<file path="src/rtl/bomtx_pkg.sv">
package bomtx_pkg;

   localparam int ADDR_W = 3;

   typedef enum logic [ADDR_W-1:0] {
      REG_CTRL = 3'd0,
      REG_IEN  = 3'd1,
      REG_BLK  = 3'd2,
      REG_ICR  = 3'd3,
      REG_STAT = 3'd4
   } reg_addr_e;

   localparam int ST_SOT = 0;
   localparam int ST_EOT = 1;
   localparam int NUM_ST = 2;

   typedef enum logic {
      SND_IDLE = 1'b0,
      SND_RUN  = 1'b1
   } snd_state_e;

endpackage

</file>
<file path="src/rtl/bomtx_regs.sv">
module bomtx_regs
   import bomtx_pkg::*;
#(
   parameter int CODE_W = 6,
   parameter int DATA_W = 16,
   localparam int REP_W = DATA_W - CODE_W - 1
) (
   input  logic                clk,
   input  logic                rst_n,
   input  logic                wr_i,
   input  logic                rd_i,
   input  logic [ADDR_W-1:0]   addr_i,
   input  logic [DATA_W-1:0]   wdata_i,
   output logic [DATA_W-1:0]   rdata_o,
   input  logic                busy_i,
   input  logic                eot_evt_i,
   output logic                start_o,
   output logic [CODE_W-1:0]   code_o,
   output logic [REP_W-1:0]    rep_o,
   output logic [NUM_ST-1:0]   ien_o,
   output logic                blk_en_o,
   output logic [NUM_ST-1:0]   stat_o
);

   localparam int MODE_BIT = CODE_W;
   localparam int REP_LSB  = CODE_W + 1;

   if (DATA_W < CODE_W + 2) begin : g_bad_width
      $error("bomtx_regs: DATA_W too small for code, mode and count");
   end
   if (DATA_W < NUM_ST) begin : g_bad_stat
      $error("bomtx_regs: DATA_W narrower than the status word");
   end

   logic [CODE_W-1:0] code_q;
   logic              pkt_q;
   logic [REP_W-1:0]  rep_q;
   logic [NUM_ST-1:0] ien_q;
   logic              blk_q;
   logic              rur_q;
   logic [NUM_ST-1:0] stat_q;
   logic [NUM_ST-1:0] stat_set;
   logic [NUM_ST-1:0] stat_clr;

   logic wr_ctrl, wr_ien, wr_blk, wr_icr, wr_stat, rd_stat;

   always_comb begin
      wr_ctrl = wr_i && (addr_i == REG_CTRL);
      wr_ien  = wr_i && (addr_i == REG_IEN);
      wr_blk  = wr_i && (addr_i == REG_BLK);
      wr_icr  = wr_i && (addr_i == REG_ICR);
      wr_stat = wr_i && (addr_i == REG_STAT);
      rd_stat = rd_i && (addr_i == REG_STAT);
   end

   assign start_o = wr_ctrl && !wdata_i[MODE_BIT] && !busy_i;

   always_ff @(posedge clk or negedge rst_n) begin
      if (!rst_n) begin
         code_q <= '0;
         pkt_q  <= 1'b1;
         rep_q  <= '0;
      end else if (wr_ctrl) begin
         code_q <= wdata_i[CODE_W-1:0];
         pkt_q  <= wdata_i[MODE_BIT];
         rep_q  <= wdata_i[DATA_W-1:REP_LSB];
      end
   end

   always_ff @(posedge clk or negedge rst_n) begin
      if (!rst_n) begin
         ien_q <= '0;
         blk_q <= 1'b0;
         rur_q <= 1'b0;
      end else begin
         if (wr_ien) ien_q <= wdata_i[NUM_ST-1:0];
         if (wr_blk) blk_q <= wdata_i[0];
         if (wr_icr) rur_q <= wdata_i[0];
      end
   end

   always_comb begin
      stat_set         = '0;
      stat_set[ST_SOT] = start_o;
      stat_set[ST_EOT] = eot_evt_i;
   end

   for (genvar gi = 0; gi < NUM_ST; gi++) begin : g_stat
      assign stat_clr[gi] = (rd_stat && rur_q) ||
                            (wr_stat && !rur_q && wdata_i[gi]);
      always_ff @(posedge clk or negedge rst_n) begin
         if (!rst_n)               stat_q[gi] <= 1'b0;
         else if (stat_set[gi])    stat_q[gi] <= 1'b1;
         else if (stat_clr[gi])    stat_q[gi] <= 1'b0;
      end
   end

   always_comb begin
      rdata_o = '0;
      unique case (addr_i)
         REG_CTRL: begin
            rdata_o[CODE_W-1:0]        = code_q;
            rdata_o[MODE_BIT]          = pkt_q;
            rdata_o[DATA_W-1:REP_LSB]  = rep_q;
         end
         REG_IEN:  rdata_o[NUM_ST-1:0] = ien_q;
         REG_BLK:  rdata_o[0]          = blk_q;
         REG_ICR:  rdata_o[0]          = rur_q;
         REG_STAT: rdata_o[NUM_ST-1:0] = stat_q;
         default:  rdata_o             = '0;
      endcase
   end

   assign code_o   = wdata_i[CODE_W-1:0];
   assign rep_o    = wdata_i[DATA_W-1:REP_LSB];
   assign ien_o    = ien_q;
   assign blk_en_o = blk_q;
   assign stat_o   = stat_q;

endmodule

</file>
<file path="src/rtl/bomtx_ser.sv">
module bomtx_ser
   import bomtx_pkg::*;
#(
   parameter int CODE_W = 6,
   parameter int REP_W  = 9,
   parameter int FLAG_W = 8
) (
   input  logic              clk,
   input  logic              rst_n,
   input  logic              start_i,
   input  logic [CODE_W-1:0] code_i,
   input  logic [REP_W-1:0]  rep_i,
   input  logic              bit_en_i,
   output logic              busy_o,
   output logic              eot_o,
   output logic              ser_o
);

   localparam int FRAME_LEN = FLAG_W + CODE_W + 2;
   localparam int CNT_W     = $clog2(FRAME_LEN);

   if (FLAG_W < 1) begin : g_bad_flag
      $error("bomtx_ser: FLAG_W must be at least one");
   end
   if (REP_W < 1) begin : g_bad_rep
      $error("bomtx_ser: REP_W must be at least one");
   end

   function automatic logic [FRAME_LEN-1:0] build_frame(input logic [CODE_W-1:0] c);
      build_frame = {1'b0, c, 1'b0, {FLAG_W{1'b1}}};
   endfunction

   snd_state_e           state_q;
   logic [CODE_W-1:0]    code_q;
   logic [FRAME_LEN-1:0] shreg_q;
   logic [CNT_W-1:0]     cnt_q;
   logic [REP_W-1:0]     reps_q;
   logic                 ser_q;
   logic                 last_bit;
   logic                 last_rep;
   logic                 step;

   assign step     = (state_q == SND_RUN) && bit_en_i;
   assign last_bit = (cnt_q == CNT_W'(FRAME_LEN - 1));
   assign last_rep = (reps_q == REP_W'(1));

   always_ff @(posedge clk or negedge rst_n) begin
      if (!rst_n) begin
         state_q <= SND_IDLE;
         code_q  <= '0;
         shreg_q <= '1;
         cnt_q   <= '0;
         reps_q  <= '0;
      end else if (start_i) begin
         state_q <= SND_RUN;
         code_q  <= code_i;
         shreg_q <= build_frame(code_i);
         cnt_q   <= '0;
         reps_q  <= (rep_i == '0) ? REP_W'(1) : rep_i;
      end else if (step) begin
         if (last_bit) begin
            cnt_q   <= '0;
            shreg_q <= build_frame(code_q);
            reps_q  <= reps_q - REP_W'(1);
            if (last_rep) state_q <= SND_IDLE;
         end else begin
            cnt_q   <= cnt_q + CNT_W'(1);
            shreg_q <= {1'b1, shreg_q[FRAME_LEN-1:1]};
         end
      end
   end

   always_ff @(posedge clk or negedge rst_n) begin
      if (!rst_n)        ser_q <= 1'b1;
      else if (bit_en_i) ser_q <= (state_q == SND_RUN) ? shreg_q[0] : 1'b1;
   end

   assign busy_o = (state_q == SND_RUN);
   assign eot_o  = step && last_bit && last_rep;
   assign ser_o  = ser_q;

endmodule

</file>
<file path="src/rtl/bomtx_irq.sv">
module bomtx_irq
   import bomtx_pkg::*;
#(
   parameter int N_SRC = NUM_ST
) (
   input  logic             clk,
   input  logic             rst_n,
   input  logic [N_SRC-1:0] stat_i,
   input  logic [N_SRC-1:0] ien_i,
   input  logic             blk_en_i,
   output logic             irq_o
);

   if (N_SRC < 1) begin : g_bad_src
      $error("bomtx_irq: at least one source required");
   end

   logic [N_SRC-1:0] gated;

   for (genvar gi = 0; gi < N_SRC; gi++) begin : g_gate
      assign gated[gi] = stat_i[gi] & ien_i[gi];
   end

   always_ff @(posedge clk or negedge rst_n) begin
      if (!rst_n) irq_o <= 1'b0;
      else        irq_o <= blk_en_i & (|gated);
   end

endmodule

</file>
<file path="src/rtl/bomtx_top.sv">
module bomtx_top
   import bomtx_pkg::*;
#(
   parameter int CODE_W = 6,
   parameter int FLAG_W = 8,
   parameter int DATA_W = 16
) (
   input  logic              clk,
   input  logic              rst_n,
   input  logic              reg_wr,
   input  logic              reg_rd,
   input  logic [2:0]        reg_addr,
   input  logic [DATA_W-1:0] reg_wdata,
   output logic [DATA_W-1:0] reg_rdata,
   input  logic              bit_en,
   output logic              ser_out,
   output logic              irq
);

   localparam int REP_W = DATA_W - CODE_W - 1;

   logic              busy;
   logic              eot_evt;
   logic              start;
   logic [CODE_W-1:0] code;
   logic [REP_W-1:0]  rep;
   logic [NUM_ST-1:0] ien;
   logic              blk_en;
   logic [NUM_ST-1:0] stat;

   bomtx_regs #(.CODE_W(CODE_W), .DATA_W(DATA_W)) u_regs (
      .clk       (clk),
      .rst_n     (rst_n),
      .wr_i      (reg_wr),
      .rd_i      (reg_rd),
      .addr_i    (reg_addr),
      .wdata_i   (reg_wdata),
      .rdata_o   (reg_rdata),
      .busy_i    (busy),
      .eot_evt_i (eot_evt),
      .start_o   (start),
      .code_o    (code),
      .rep_o     (rep),
      .ien_o     (ien),
      .blk_en_o  (blk_en),
      .stat_o    (stat)
   );

   bomtx_ser #(.CODE_W(CODE_W), .REP_W(REP_W), .FLAG_W(FLAG_W)) u_ser (
      .clk      (clk),
      .rst_n    (rst_n),
      .start_i  (start),
      .code_i   (code),
      .rep_i    (rep),
      .bit_en_i (bit_en),
      .busy_o   (busy),
      .eot_o    (eot_evt),
      .ser_o    (ser_out)
   );

   bomtx_irq #(.N_SRC(NUM_ST)) u_irq (
      .clk      (clk),
      .rst_n    (rst_n),
      .stat_i   (stat),
      .ien_i    (ien),
      .blk_en_i (blk_en),
      .irq_o    (irq)
   );

endmodule

</file>
<file path="config.mk">
export PLATFORM = sky130hd
export DESIGN_NAME = bomtx_top
export DESIGN_NICKNAME = d
export VERILOG_FILES = /design/src/rtl/bomtx_pkg.sv /design/src/rtl/bomtx_regs.sv /design/src/rtl/bomtx_ser.sv /design/src/rtl/bomtx_irq.sv /design/src/rtl/bomtx_top.sv
export SDC_FILE = /design/constraint.sdc
export NUM_CORES = 1
export LEC_CHECK = 0
export BUFFER_PORTS_ARGS = -buffer_cell sky130_fd_sc_hd__buf_4
export CAP_MARGIN = 20
export CORE_ASPECT_RATIO = 1.25
export CORE_MARGIN = 2
export CORE_UTILIZATION = 51
export DETAILED_ROUTE_END_ITERATION = 6
export PLACE_DENSITY = 0.75
export SETUP_SLACK_MARGIN = 0.4
export SYNTH_ARGS = -nofsm -noshare
export SYNTH_HDL_FRONTEND = slang
export SYNTH_SLANG_ARGS = --single-unit
</file>
<file path="constraint.sdc">
create_clock -name clk -period 1.65 [get_ports clk]
set_input_delay 0.33 -clock clk [delete_from_list [all_inputs] [get_ports clk]]
set_output_delay 0.33 -clock clk [all_outputs]
set_load 0.01 [all_outputs]
</file>
==> flow_summary.toml, run 1 <==
[grt]
grt_pass1_wl_mm = 12.8
grt_overflow = 0
grt_start_max_net_pins = 36
antenna_found_initial = 0
grt_pass1_vias = 2595
grt_util_all_layers_pct = 26.7

[hold_path]
whs_endpoint = "u_ser.shreg_q[12]"
hold_depth = 3
min_from = "reg_wdata[3]"
hold_path.class = "input pin to flip-flop"

[layout]
final.fill_count = 242
fin_cells = 438
seqCellArea_um2 = 1530
multi_input_area_um2 = 1770
area_growth_pct = 57.3
layout.nets = 396
drive_above_1_share_pct = 66.0
diodes = 0

[sta]
maxSlewViolCount = 0
fmax_ghz = 0.562
worst_pin_slew_ns = 0.484
finalSetupViolCount = 2
finalHoldViolCount = 0
rsz0062_at_grt = "yes"
period_share_pct = 108
slew_headroom_pct = 67.5
setup_ws_ns = -0.130
fin_crit_ns = 1.78
finalClockSkew_ns = 0.0163

[routing]
firstDrtPassIters = 5
antenna_left = 0
drc = 0
vias = 2797
viasPerCell = 6.39
drt_wl_total_mm = 10.3
drt_iter0_drc = 238
route.detailed.wl_per_inst_um = 23.6

[critical_path]
critical_path.top_delay_family = "multiplexers"
crit_fanout = 3
r2r-end = "u_ser.reps_q[6]"
rrSetupSlack_ns = 0.08
crit_arrival_ns = 1.45
r2r_cells = 6
critPathLaunchType = "flip-flop"
critPathCaptureType = "output port"
crit_path_cell_trace = "mux4_2 -> nand2_2 -> nand2_2 -> buf_6"
required_ns = 1.32
crit_buf_inv = 1
max_stage_delay_ns = 0.46
critPathKind = "flip-flop to output port"
crit_top_cell = "nand2_2"
cp_slowest_cell = "mux4_2"
worstReg2RegStart = "u_ser.cnt_q[1]"

[outcome]
violations = "setup timing"
status = "complete, but fails checks"

[logic_synthesis]
yosys.cell_types.count = 49
yosysMostFrequentCell = "nand2_1"
synth_seq_area_share_pct = 52.5
ys_top_cells_by_area = "dfrtp_1 36%, dfstp_2 16%, mux2_2 7.8%"
ys_seq_elements = 60
synth-edff-count = 0
synth_top_area_cell = "dfrtp_1"
synth_ff_type = "dfrtp_1"
synth_nets = 296
ys_async_sr_fraction_pct = 100
synth_warnings = 0
synth_top_area_share_pct = 36.2
synthCells = 269
avgSynthCellArea_um2 = 10.8
yosys-top-cells-count = "53 x nand2_1, 42 x dfrtp_1, 20 x mux2_2"
netlist_area_um2 = 2900

[clock_network]
cts_root_buf = "clkbuf_8"
clk_latency_ns = 0.34
ctsHtreeMaxLevel = 3
cts.sinks = 60
clk_pin_slew_worst_paths_ns = 0.08
cts_buffers = 9
tritoncts = "built"
cts_buffer_depth = 2

[place]
gp_congestion = 0.836
dp_cells = 385
hpwl_mm = 4.65
port_buffers = 41
pre_cts_ws_ns = -0.0304

[flow_run]
max_cap_violations = 0

[power]
max-vdd-ir-drop_uv = 943
p_per_area_nw_per_um2 = 1230
power_leakage_nw = 2.02

[die]
coreArea_um2 = 5440
die-area_um2 = 6310
io_pins = 42
rows = 30
die_x_um = 71.5
initial_utilization_pct = 53.3
die_h_um = 88.3
==> sequential cells by signal, indices dropped and copies added (netlist names) <==
register / flops
u_irq.irq_o: 1
u_regs.blk_en_o: 1
u_regs.code_q: 6
u_regs.ien_o: 2
u_regs.pkt_q: 1
u_regs.rep_q: 9
u_regs.rur_q: 1
u_regs.stat_o: 2
u_ser.busy_o: 1
u_ser.cnt_q: 4
u_ser.code_q: 6
u_ser.reps_q: 9
u_ser.ser_o: 1
u_ser.shreg_q: 16
==> where the power goes <==
| group | switching (mW) | leakage [nW] | internal, mW | total [mW] |
|---|---|---|---|---|
| Combinational | 0.835 | 1.24 | 1.05 | 1.88 |
| Clock | 0.583 | 0.0844 | 0.585 | 1.17 |
| Sequential | 0.495 | 0.703 | 2.09 | 2.58 |
| Total | 1.91 | 2.02 | 3.72 | 5.63 |
==> how the worst max path moves through the flow <==
stage / start / slack (ns) / depth (start not counted) / to
5_1_grt: u_regs.rur_q / -0.17 / 4 / reg_rdata[0]
3_5_place_dp: reg_addr[0] / -0.03 / 7 / u_ser.reps_q[6]
3_3_place_gp: reg_addr[1] / 0.04 / 5 / u_ser.cnt_q[3]
4_1_cts: u_regs.blk_en_o / -0.14 / 4 / reg_rdata[0]
2_1_floorplan: reg_addr[1] / 0.15 / 5 / u_regs.code_q[4]
6_report: u_regs.ien_o[0] / -0.13 / 4 / reg_rdata[0]
==> logic make-up (layout without fill, tap and decap cells) <==
logic type      after synthesis  after routing  share of synthesized area (%)
buf+inv                      15            119                           3.28
xor+xnor                      5              5                           1.51
fa+ha+maj                     3              3                           1.29
simple gates                118            119                           20.9
flops                        60             60                           52.5
compound gates               39             39                           9.15
mux                          29             29                           11.3
==> cell usage in the layout (no fill, tap or decap), types with 8 or more instances in the layout <==
cell type,count
clkbuf_8,10
mux2_2,8
nand2_2,18
dfrtp_1,40
dfstp_2,18
nand2_4,13
buf_4,48
nand2_1,22
mux2_4,12
buf_6,43
and2_4,18
==> through the flow <==
step           total power, mW  hold WS (ns)  setup TNS, ns  utilization [%]  area [um^2]
2_1_floorplan             3.13        0.0344              0                -         3000
3_3_place_gp              3.47         0.265              0             63.6         3460
3_5_place_dp              3.54         0.269        -0.0609             63.6         3460
4_1_cts                   4.97         0.211         -0.140             74.8         4070
5_1_grt                   5.87         0.232         -0.301             83.8         4560
6_report                  5.63         0.227         -0.158             83.8         4560
==> layout make-up <==
class / instances / share of cell area, %
Sequential cell: 60 / 33.5
Inverter: 3 / 0.247
Tap cell: 64 / 1.75
Multi-Input combinational cell: 195 / 38.9
Clock inverter: 2 / 0.219
Timing Repair Buffer: 100 / 22.1
Clock buffer: 14 / 3.35
==> layer usage <==
metal | track usage (%) | part of all wire, % | vias to the layer above
met3 | 6.72 | 6.4 | 55
met5 | 0 | 0 | -
met4 | 10.5 | 5.7 | 0
met2 | 46.7 | 52 | 177
li1 | - | - | 1151
met1 | 31.6 | 36 | 1414
==> worst register-to-register path: cells and delay by family (launching register included) <==
kind            cells  cell delay, ns
compound gates      1            0.12
xor+xnor            1            0.25
fa+ha+maj           1            0.20
buf+inv             1            0.14
flops               1            0.35
simple gates        2            0.39
==> repair_timing <==
action	in CTS	in global routing
resized for setup	84	81
hold endpoints to repair	22	0
cloned	2	2
endpoints found under the setup margin	54	56
hold buffers	1	0
pin swaps	34	42
buffers inserted	18	14
Power figures use the tool's default switching activity.
==> run 2: changes to the inputs <==
Settings changed: ABC_AREA set to 1.
==> run 2 against run 1 <==
The flow now finishes without violations. Sequential cell count is the same. Die area grew 1.2%. Clock skew shrank 0.0071 ns. Final area shrank 5.3%. Clock power is essentially flat. Sequential power shrank 5%. Sequential share of layout area grew 1.8 points. Critical path type is now flip-flop to flip-flop. Largest cell class is now flip-flops and latches. Largest power group unchanged.
==> flow_summary.toml, run 2 <==
[logic_synthesis]
synth-edff-count = 0
synth_ff_type = "dfrtp_1"
yosys.cell_types.count = 31
netlist_area_um2 = 2940
synthCells = 364
synth_nets = 391
synth_seq_area_share_pct = 51.9
synth_warnings = 0
synth_top_area_cell = "dfrtp_1"
avgSynthCellArea_um2 = 8.07
ys_seq_elements = 60
ys_async_sr_fraction_pct = 100
synth_top_area_share_pct = 35.8
ys_top_cells_by_area = "dfrtp_1 36%, dfstp_2 16%, nand2_1 13%"
yosys-top-cells-count = "98 x nand2_1, 42 x dfrtp_1, 42 x inv_1"
yosysMostFrequentCell = "nand2_1"

[grt]
grt_start_max_net_pins = 31
grt_pass1_vias = 2622
antenna_found_initial = 0
grt_util_all_layers_pct = 24.8
grt_overflow = 0
grt_pass1_wl_mm = 12.1

[critical_path]
critPathKind = "flip-flop to flip-flop"
required_ns = 1.89
crit_arrival_ns = 1.77
crit_path_cell_trace = "ha_4 -> nand3_4 -> nor2_4 -> buf_12 -> inv_8 -> o21ai_2 -> nand2_1 -> nand2_1 -> inv_1"
crit_fanout = 5
worst-path-stages = 9
rrSetupSlack_ns = 0.13
endpoint = "u_ser.reps_q[2]"
critPathLaunchType = "flip-flop"
r2r_cells = 9
critPathCaptureType = "flip-flop"
worstReg2RegStart = "u_ser.cnt_q[0]"
critical_path.top_delay_family = "simple AND/OR/NAND/NOR gates"
cp-startpoint = "u_ser.cnt_q[0]"
r2r-end = "u_ser.reps_q[2]"
crit_top_cell = "nand2_1"
crit_buf_inv = 3
cp_slowest_cell = "dfrtp_1"
max_stage_delay_ns = 0.39

[die]
die-area_um2 = 6380
rows = 30
io_pins = 42
initial_utilization_pct = 53.6
die_h_um = 88.8
coreArea_um2 = 5480
die_x_um = 71.9

[sta]
slew_headroom_pct = 73.5
finalSetupViolCount = 0
setup_tns_ns = 0
finalHoldViolCount = 0
maxSlewViolCount = 0
worst_pin_slew_ns = 0.397
fmax_ghz = 0.656
fin_crit_ns = 1.52
finalClockSkew_ns = 0.00924
rsz0062_at_grt = "yes"
period_share_pct = 92.4
setup_ws_ns = 0.125

[layout]
regMostFlops = "u_ser.shreg_q"
final_cell_mix = "93 x nand2_1, 71 x buf_4, 42 x dfrtp_1, 30 x inv_1, 27 x o21ai_0"
reg_top3 = "u_ser.shreg_q x16, u_regs.rep_q x9, u_ser.reps_q x9"
diodes = 0
layout.nets = 493
layout_commonest_cell = "nand2_1"
drive_above_1_share_pct = 43.1
area_growth_pct = 47.2
fin_util_pct = 78.9
largest_reg_flops = 16

[routing]
drt_iter0_drc = 278
route.detailed.wl_per_inst_um = 15.9
drt_wl_total_mm = 8.50
drc = 0
viasPerCell = 5.47
vias = 2929
firstDrtPassIters = 7
antenna_left = 0

[power]
power_leakage_nw = 2.11
p_per_area_nw_per_um2 = 1240
max-vdd-ir-drop_uv = 776

[flow_run]
max_cap_violations = 0

[clock_network]
cts.sinks = 60
cts_root_buf = "clkbuf_8"
tritoncts = "built"
clk_pin_slew_worst_paths_ns = 0.07
ctsHtreeMaxLevel = 3
cts_buffer_depth = 2
cts_buffers = 9
clk_latency_ns = 0.35

[hold_path]
hold_depth = 3
hold_path.class = "input pin to flip-flop"

[place]
pre_cts_ws_ns = 0.0759
gp_congestion = 0.838
port_buffers = 41
hpwl_mm = 4.64

[outcome]
status = "complete, no violations"
-- run 2: cell count changes after synthesis, moves of 6 or more --
cell,change
mux2_2,-20
inv_1,+39
nand4_1,+6
o21ai_0,+19
mux2i_1,-8
and2_1,-16
nand3_1,+29
nor2_1,+30
nand2_1,+45
-- run 2: layout make-up --
class	instances	area, um^2
tap	64	80.1
timing repair inverter	1	7.51
clock buffer	11	141
timing repair buffer	97	853
clock inverter	5	27.5
inverter	47	211
multi-input combinational	250	1480
sequential	60	1520
fill	330	1160
-- run 2: metrics by stage --
stage	area [um^2]	instances	total power, mW	hold slack [ns]
after floorplan	3010	364	3.23	0.0344
after global placement	3430	470	3.57	0.278
after detailed placement	3430	470	3.61	0.279
after CTS	3920	512	5.00	0.197
after global routing	4320	535	5.68	0.212
final	4320	535	5.34	0.203
-- run 2: metal layers --
| layer | part of all wire [%] | track usage [%] |
|---|---|---|
| met1 | 40 | 30.6 |
| met3 | 4.6 | 6.61 |
| met5 | 0 | 0 |
| met2 | 53 | 41.2 |
| met4 | 2.7 | 10.5 |
-- run 2: cell families (layout without fill, tap and decap cells) --
group / count (synthesis) / after routing / synth area share, %
xor+xnor: 5 / 5 / 1.49
compound gates: 46 / 46 / 8.22
fa+ha+maj: 3 / 3 / 1.28
simple gates: 195 / 196 / 29.6
buf+inv: 55 / 161 / 7.50
flops: 60 / 60 / 51.9
-- run 2: worst reg2reg max path: cells and delay by family, from the launching register on --
kind	cells	cell delay, ns
adders and majority gates	1	0.16
DFF	1	0.39
buffers and inverters	3	0.25
and+or+nand+nor	4	0.50
AOI/OAI and AO/OA	1	0.13
-- run 2: report_power, final --
group          internal (mW)  total, mW  switching (mW)
sequential              2.09       2.44           0.348
clock                  0.574       1.15           0.579
combinational          0.797       1.76           0.959
total                   3.46       5.34            1.89
-- run 2: how the worst min path moves through the flow --
stage,start,to,slack (ns)
5_1_grt,reg_wdata[5],u_regs.code_q[5],0.21
6_report,reg_wdata[5],u_regs.code_q[5],0.20
3_3_place_gp,rst_n,u_ser.reps_q[3],0.28
2_1_floorplan,rst_n,u_irq.irq_o,0.03
3_5_place_dp,rst_n,u_ser.reps_q[3],0.28
4_1_cts,reg_wdata[5],u_regs.code_q[5],0.20
-- run 2: what timing repair did --
item / CTS / global route
gates cloned: 2 / 2
setup endpoints to repair: 39 / 62
hold buffers: 1 / 0
buffers inserted: 23 / 21
resized for setup: 46 / 58
pin swaps: 25 / 28
endpoints found under the hold margin: 19 / 0
==> run 3: changes to the inputs <==
Settings changed: CORE_ASPECT_RATIO 1.25 to 1.75.
==> run 3 against run 2 <==
Critical path depth decreased by 2. Power grew 3.9%. Clock skew barely moved. Sequential power hardly changed. Final area hardly changed. Worst setup slack better by 0.011 ns. Count of clock-buffer cells in the layout up 3. Critical path type unchanged. Largest cell class unchanged. Largest power group unchanged.
==> flow_summary.toml, run 3 (same netlist as run 2, synthesis figures left out) <==
[outcome]
status = "complete, no violations"

[critical_path]
r2r_cells = 7
endpoint = "u_ser.reps_q[1]"
critPathCaptureType = "flip-flop"
worstReg2RegStart = "u_ser.cnt_q[0]"
crit_fanout = 4
r2r-end = "u_ser.reps_q[1]"
critPathKind = "flip-flop to flip-flop"
required_ns = 1.90
crit_arrival_ns = 1.77
critPathLaunchType = "flip-flop"
cp-startpoint = "u_ser.cnt_q[0]"
rrSetupSlack_ns = 0.14

[power]
power_leakage_nw = 2.08
max-vdd-ir-drop_uv = 991
p_per_area_nw_per_um2 = 1290
finalPower_mw = 5.55

[sta]
maxSlewViolCount = 0
worst_pin_slew_ns = 0.304
setup_ws_ns = 0.136
slew_headroom_pct = 79.6
period_share_pct = 91.8
finalSetupViolCount = 0
fmax_ghz = 0.660
finalHoldViolCount = 0
rsz0062_at_grt = "yes"
finalClockSkew_ns = 0.00940
fin_crit_ns = 1.51
setup_tns_ns = 0

[die]
die_x_um = 61.4
coreArea_um2 = 5590
die_h_um = 104
io_pins = 42
rows = 36
die-area_um2 = 6400
initial_utilization_pct = 52.6

[layout]
fin_util_pct = 77.3
regMostFlops = "u_ser.shreg_q"
fin_cells = 538
area_growth_pct = 47.0
multi_input_area_um2 = 1510
seqCellArea_um2 = 1520
layout.nets = 484
reg_top3 = "u_ser.shreg_q x16, u_regs.rep_q x9, u_ser.reps_q x9"
drive_above_1_share_pct = 42.6
layout_commonest_cell = "nand2_1"
largest_reg_flops = 16
final.fill_count = 402
diodes = 0
final_cell_mix = "86 x nand2_1, 66 x buf_4, 42 x dfrtp_1, 35 x inv_1, 25 x o21ai_0"

[grt]
grt_start_max_net_pins = 42
antenna_found_initial = 0
grt_pass1_vias = 2761
grt_util_all_layers_pct = 25.1
grt_pass1_wl_mm = 12.1
grt_overflow = 0

[place]
hpwl_mm = 4.82
port_buffers = 41
gp_congestion = 0.809
dp_cells = 481
pre_cts_ws_ns = -0.00418

[routing]
drt_wl_total_mm = 8.38
drt_iter0_drc = 132
viasPerCell = 5.38
route.detailed.wl_per_inst_um = 15.6
drc = 0
antenna_left = 0
vias = 2897
firstDrtPassIters = 4

[flow_run]
max_cap_violations = 0

[clock_network]
clk_latency_ns = 0.34
ctsHtreeMaxLevel = 3
cts_buffer_depth = 2
tritoncts = "built"
clk_pin_slew_worst_paths_ns = 0.07
cts_buffers = 9
cts_root_buf = "clkbuf_8"
cts.sinks = 60

[hold_path]
hold_path.class = "input pin to flip-flop"
hold_depth = 3
==> run 3: cell type report <==
cell class,count,share of cell area (%)
well taps,76,2.20
clock inverters,2,0.811
repair buffers,86,17.6
inverters,47,5.10
multi-input cells,250,34.9
repair inverters,3,0.637
flip-flops and latches,60,35.3
clock buffers,14,3.54
==> run 3: stage by stage <==
| stage | hold slack (ns) | instance area, um^2 |
|---|---|---|
| floorplan | 0.0344 | 3010 |
| global placement | 0.230 | 3440 |
| detailed placement | 0.230 | 3440 |
| CTS | 0.196 | 3970 |
| global route | 0.210 | 4320 |
| finish | 0.210 | 4320 |
==> run 3: report_power, final <==
group | switching [mW] | internal [mW] | leakage [nW] | total (mW)
logic | 0.998 | 0.801 | 1.28 | 1.80
clock network | 0.565 | 0.739 | 0.0947 | 1.30
registers | 0.362 | 2.09 | 0.701 | 2.45
total | 1.92 | 3.63 | 2.08 | 5.55
==> run 3: repair_timing <==
action / 4_1_cts / 5_1_grt
hold endpoints to repair: 18 / 0
hold buffers: 1 / 0
setup endpoints to repair: 50 / 64
resized for setup: 53 / 58
setup buffers: 18 / 15
cloned: 4 / 3
pin swaps: 18 / 33
==> run 3: critical path, cell delays in order (launching register included) <==
cell	delay (ns)
dfrtp_1	0.41
ha_4	0.17
nand3_4	0.09
nor2_4	0.27
clkinvlp_4	0.21
nor2_2	0.13
a21oi_2	0.05
o21ai_1	0.09
==> run 3: worst min-delay path by stage <==
stage / start / endpoint / slack (ns)
2_1_floorplan: rst_n / u_irq.irq_o / 0.03
3_3_place_gp: rst_n / u_ser.reps_q[0] / 0.23
3_5_place_dp: rst_n / u_ser.reps_q[0] / 0.23
4_1_cts: reg_wdata[4] / u_regs.code_q[4] / 0.20
5_1_grt: reg_wdata[4] / u_regs.code_q[4] / 0.21
6_report: reg_wdata[4] / u_regs.code_q[4] / 0.21
==> run 3: metal layers <==
metal	up-vias	GRT usage, %	share of wire, %
met5	-	0	0
met4	0	10.5	3.8
met3	27	4.85	3.6
met2	116	44.2	56
met1	1403	27.7	36
li1	1351	-	-
